===== src/rtl/race_sequencer.sv =====
module race_sequencer #(
  parameter int unsigned SEC_DIV   = 50_000_000,
  parameter int unsigned FLASH_DIV = 6_250_000,
  parameter int unsigned CD_START  = 3,
  parameter int unsigned LED_N     = 10
) (
  input  logic             clk,
  input  logic             rst_btn_n,
  input  logic             go_btn_n,
  input  logic             sat_in,
  output logic             sw_clear,
  output logic             sw_run,
  output logic             finish_pulse,
  output logic             cd_show,
  output logic [3:0]       cd_digit,
  output logic             blank_others,
  output logic [LED_N-1:0] led
);
  localparam int SW = (SEC_DIV > 1) ? $clog2(SEC_DIV) : 1;
  localparam int FW = (FLASH_DIV > 1) ? $clog2(FLASH_DIV) : 1;
  localparam logic [SW-1:0] SEC_LAST = SW'(SEC_DIV - 1);
  localparam logic [FW-1:0] FL_LAST  = FW'(FLASH_DIV - 1);

  typedef enum logic [1:0] {S_IDLE, S_CD, S_RUN, S_SAT} st_t;

  st_t           st;
  logic [1:0]    rsync;
  logic [2:0]    gsync;
  logic [SW-1:0] sec_cnt;
  logic [FW-1:0] fl_cnt;
  logic          flash_on;
  logic          rst_n, press;

  always_ff @(posedge clk or negedge rst_btn_n)
    if (!rst_btn_n) rsync <= '0;
    else            rsync <= {rsync[0], 1'b1};
  assign rst_n = rsync[1];

  always_ff @(posedge clk or negedge rst_n)
    if (!rst_n) gsync <= '0;
    else        gsync <= {gsync[1:0], ~go_btn_n};
  assign press = gsync[1] & ~gsync[2];

  always_ff @(posedge clk or negedge rst_n) begin
    if (!rst_n) begin
      st           <= S_IDLE;
      cd_digit     <= '0;
      sec_cnt      <= '0;
      fl_cnt       <= '0;
      flash_on     <= 1'b0;
      finish_pulse <= 1'b0;
    end else begin
      finish_pulse <= press && (st == S_RUN);
      case (st)
        S_IDLE:
          if (press) begin
            st       <= S_CD;
            cd_digit <= 4'(CD_START);
            sec_cnt  <= '0;
          end
        S_CD:
          if (sec_cnt == SEC_LAST) begin
            sec_cnt <= '0;
            if (cd_digit == 4'd0) st <= S_RUN;
            else                  cd_digit <= cd_digit - 4'd1;
          end else begin
            sec_cnt <= sec_cnt + 1'b1;
          end
        S_RUN:
          if (sat_in) begin
            st       <= S_SAT;
            fl_cnt   <= '0;
            flash_on <= 1'b1;
          end
        default:
          if (fl_cnt == FL_LAST) begin
            fl_cnt   <= '0;
            flash_on <= ~flash_on;
          end else begin
            fl_cnt <= fl_cnt + 1'b1;
          end
      endcase
    end
  end

  assign sw_clear     = (st == S_IDLE) || (st == S_CD);
  assign sw_run       = (st == S_RUN);
  assign cd_show      = (st == S_CD);
  assign blank_others = (st == S_CD);
  assign led          = {LED_N{(st == S_SAT) && flash_on}};
endmodule


===== config.mk =====
export PLATFORM = sky130hd
export DESIGN_NAME = race_sequencer
export DESIGN_NICKNAME = d
export VERILOG_FILES = /design/src/rtl/race_sequencer.sv
export SDC_FILE = /design/constraint.sdc
export NUM_CORES = 1
export LEC_CHECK = 0
export ABC_CLOCK_PERIOD_IN_PS = 2900
export BUFFER_PORTS_ARGS = -buffer_cell sky130_fd_sc_hd__buf_2
export CORE_MARGIN = 4
export CORE_UTILIZATION = 51
export CTS_CLUSTER_DIAMETER = 50
export DETAILED_ROUTE_END_ITERATION = 12
export GPL_TIMING_DRIVEN = 0
export PLACE_DENSITY = 0.8
export SYNTH_ARGS = -nofsm -noshare
export SYNTH_HDL_FRONTEND = slang
export SYNTH_SLANG_ARGS = --single-unit

===== constraint.sdc =====
create_clock -name clk -period 2.9 [get_ports clk]
set_input_delay 0.58 -clock clk [delete_from_list [all_inputs] [get_ports clk]]
set_output_delay 0.58 -clock clk [all_outputs]
set_load 0.01 [all_outputs]

==> run_results.csv <==
group,metric,value,unit
power,p_leak,1.88,nW
global_routing,antenna_found_initial,0,
hold_path,min_path_type,"primary input to async pin",
route,antenna_left,0,
timing,tns,0,ns
worst_setup_path,critical_path.cell_chain,"inv_1 -> ha_1 -> buf_2 -> nor2_2 -> o21ai_0 -> clkbuf_1 -> buf_2 -> o21ai_0 -> o21ai_0",
route,num_vias,3084,
route,first_pass_iters,5,
worst_setup_path,arrival,2.77,ns
cts,ctsResizeCount,0,
synthesis,yosys.area.top_type,"dfrtp_1",
placement,place_congestion,0.853,
worst_setup_path,cp_slowest_stage_delay,0.43,ns
route,routed_wl,8.03,mm
synthesis,ys_seq_area_frac,0.416,
outcome,status,"finished clean",
die,start_util,0.538,
synthesis,synth_ff_type,"dfrtp_1",
route,wl_per_cell,15.0,um
synthesis,synth_seq_cells,62,
synthesis,ys_top_cells_by_area,"dfrtp_1, nand2_1, nor2_1",
placement,portBuffers,22,
synthesis,avgSynthCellArea,9.31,um^2
synthesis,ys_warn_count,0,
synthesis,synth_area,3730,um^2
synthesis,synth_fp_nets,415,
cts,htreeDepth,3,
die,std_cell_rows,30,
timing,fmax,0.393,GHz
die,die_x,93.6,um
route,post-route-drc-count,0,
worst_setup_path,crit_slowest_cell,"dfrtp_1",
global_routing,grt_overflow,0,
cts,insertion_delay,0.34,ns
die,die_y,93.6,um
global_routing,grt_pass1_wl,13.8,mm
layout,layout.nets,449,
timing,worst_pin_slew,0.741,ns
route,drt-initial-drc-count,174,
cts,clock_sinks,62,
cts,postCtsSetupBuffers,0,
layout,final_layout_size_suffix_gt1_frac,0.198,
global_routing,track_usage,0.197,
die,die_area,8750,um^2
route,viasPerCell,5.75,
layout,nFillCells,590,
worst_setup_path,cp-start-kind,"register",
cts,ctsHoldBuffers,0,
worst_setup_path,crit_fanout,10,
power,vdd_ir_drop_max,216,uV
layout,final_core_util,0.599,
synthesis,synth_cell_types,67,
worst_setup_path,critPathKind,"register to register",
timing,min_period_over_period,0.879,
placement,dp_hpwl,5.68,mm
cts,clockBufferDepth,2,
timing,hold_viol_final,0,
job,max_cap_violations,0,
global_routing,grt_max_degree,39,
synthesis,synth_edf_count,0,
layout,area_growth,11.4,%
synthesis,synthCells,401,
synthesis,yosysTopAreaCellShare,0.416,
synthesis,synthArstFlopShare,1.00,
power,power_density,377,nW/um^2
worst_setup_path,required,3.12,ns
worst_setup_path,critical_path.endpoint_type,"register",
cts,cts_buffers,9,
timing,slew_viol_final,0,
cts,cts_root_buf,"clkbuf_8",
timing,max-slew-margin-rel,0.502,
worst_setup_path,path_common_cell,"o21ai_0",
global_routing,grt_pass1_vias,2965,
worst_setup_path,critPathTopFamily,"buffers and inverters",
die,core,6940,um^2
die,io-pin-count,23,
layout,diodes,0,
timing,rsz0062_at_grt,"false",
worst_setup_path,path_buf_inv,4,
cts,clk_pin_slew_worst_paths,0.07,ns
cts,tritoncts,"done",
timing,setup_violations,0,
timing,fin_skew,0.0104,ns
timing,timing.final.crit_period,2.55,ns
-- synthesized netlist by cell type (4+ instances only) --
library cell,n
o21ai_0,14
inv_1,14
buf_4,12
ha_1,10
and3_1,11
nor2_1,38
clkbuf_1,6
a22o_1,8
buf_2,6
nor4b_1,4
nor3_1,9
xor2_1,16
nor4_1,4
a21o_1,7
nand2_1,44
and4_1,6
dfrtp_1,62
mux2i_1,6
nand3_1,27
nand4_1,17
a21oi_1,13
-- layer usage --
layer  vias to the layer above  wire, um  track usage
met5                         -         0            0
met4                         0        86       0.0650
met3                         6       421       0.0491
met2                        82      3680        0.312
met1                      1499      3850        0.264
li1                       1497         -            -
-- stage by stage --
step	power, W	cells	hold WS [ns]	setup WS [ns]	area (um^2)
5_1_grt	0.00163	536	0.0000173	0.0994	4160
2_1_floorplan	0.000900	401	0.284	0.893	3730
3_3_place_gp	0.000908	519	0.334	0.342	3960
4_1_cts	0.00159	536	0.00904	0.382	4160
6_report	0.00157	536	0.0193	0.352	4160
3_5_place_dp	0.000912	520	0.268	0.382	3990
-- report_power, final --
| group | total, W | switching (W) | internal, W | leakage, nW |
|---|---|---|---|---|
| Clock | 0.000676 | 0.000348 | 0.000328 | 0.0841 |
| Sequential | 0.000875 | 0.00000725 | 0.000868 | 0.803 |
| Combinational | 0.0000185 | 0.0000134 | 0.00000506 | 0.997 |
| Total | 0.00157 | 0.000369 | 0.00120 | 1.88 |
-- area by class of cell --
cell class / instances / area (um^2) / area share
plain buffers: 29 / 185 / 0.0445
multi-input cells: 296 / 1940 / 0.467
repair buffers: 23 / 130 / 0.0313
clock buffers: 10 / 138 / 0.0331
flip-flops and latches: 62 / 1550 / 0.373
well taps: 96 / 120 / 0.0289
clock inverters: 6 / 37.5 / 0.00902
inverters: 14 / 52.6 / 0.0126
-- worst reg2reg max path, stage by stage (launching register included) --
cell,delay [ns]
dfrtp_1,0.43
inv_1,0.10
ha_1,0.19
buf_2,0.19
nor2_2,0.36
o21ai_0,0.28
clkbuf_1,0.32
buf_2,0.27
o21ai_0,0.18
o21ai_0,0.11
-- worst paths after layout --
check | startpoint | endpoint | slack [ns] | depth (start not counted)
worst max register to register | st[0] | fl_cnt[4] | 0.35 | 9
worst min-delay path | rst_btn_n | rsync[1] | 0.02 | 1
worst min register to register | rsync[1] | fl_cnt[9] | 0.24 | 0
worst max-delay path | st[0] | fl_cnt[4] | 0.35 | 9
min in group clk | gsync[0] | gsync[1] | 0.35 | 0
max in group asynchronous | rsync[1] | sec_cnt[21] | 2.07 | 1
-- cell families after synthesis --
group	synth area share
other	0.00100
xor gates and xnor gates	0.0399
DFF	0.416
muxes	0.0221
buffers and inverters	0.0637
AOI/OAI and AO/OA	0.138
and+or+nand+nor	0.286
adders and majority gates	0.0335
-- sequential cells by signal, indices dropped and copies added (netlist names) --
register / cells
rsync: 2
finish_pulse: 1
cd_digit: 4
fl_cnt: 23
gsync: 3
st: 2
flash_on: 1
sec_cnt: 26
-- placed cells by master, fill, tap and decap left out, types with 3 or more instances in the layout --
cell	Yosys	routed
a211oi_1	3	3
a211oi_2	3	3
a21o_1	7	7
a21oi_1	13	13
a22o_1	8	8
and3_1	11	11
and4_1	6	6
buf_2	6	28
buf_4	12	12
buf_6	3	3
clkbuf_1	6	6
clkbuf_8	0	10
clkinv_2	0	3
clkinvlp_4	0	3
dfrtp_1	62	61
ha_1	10	10
inv_1	14	14
mux2i_1	6	6
nand2_1	44	44
nand3_1	27	27
nand3b_1	3	3
nand4_1	17	17
nor2_1	38	38
nor3_1	9	9
nor4_1	4	4
nor4b_1	4	4
o21ai_0	14	14
o31ai_1	3	3
or3_1	3	3
xor2_1	16	16
Note: power is estimated with default switching activity, not from simulation.
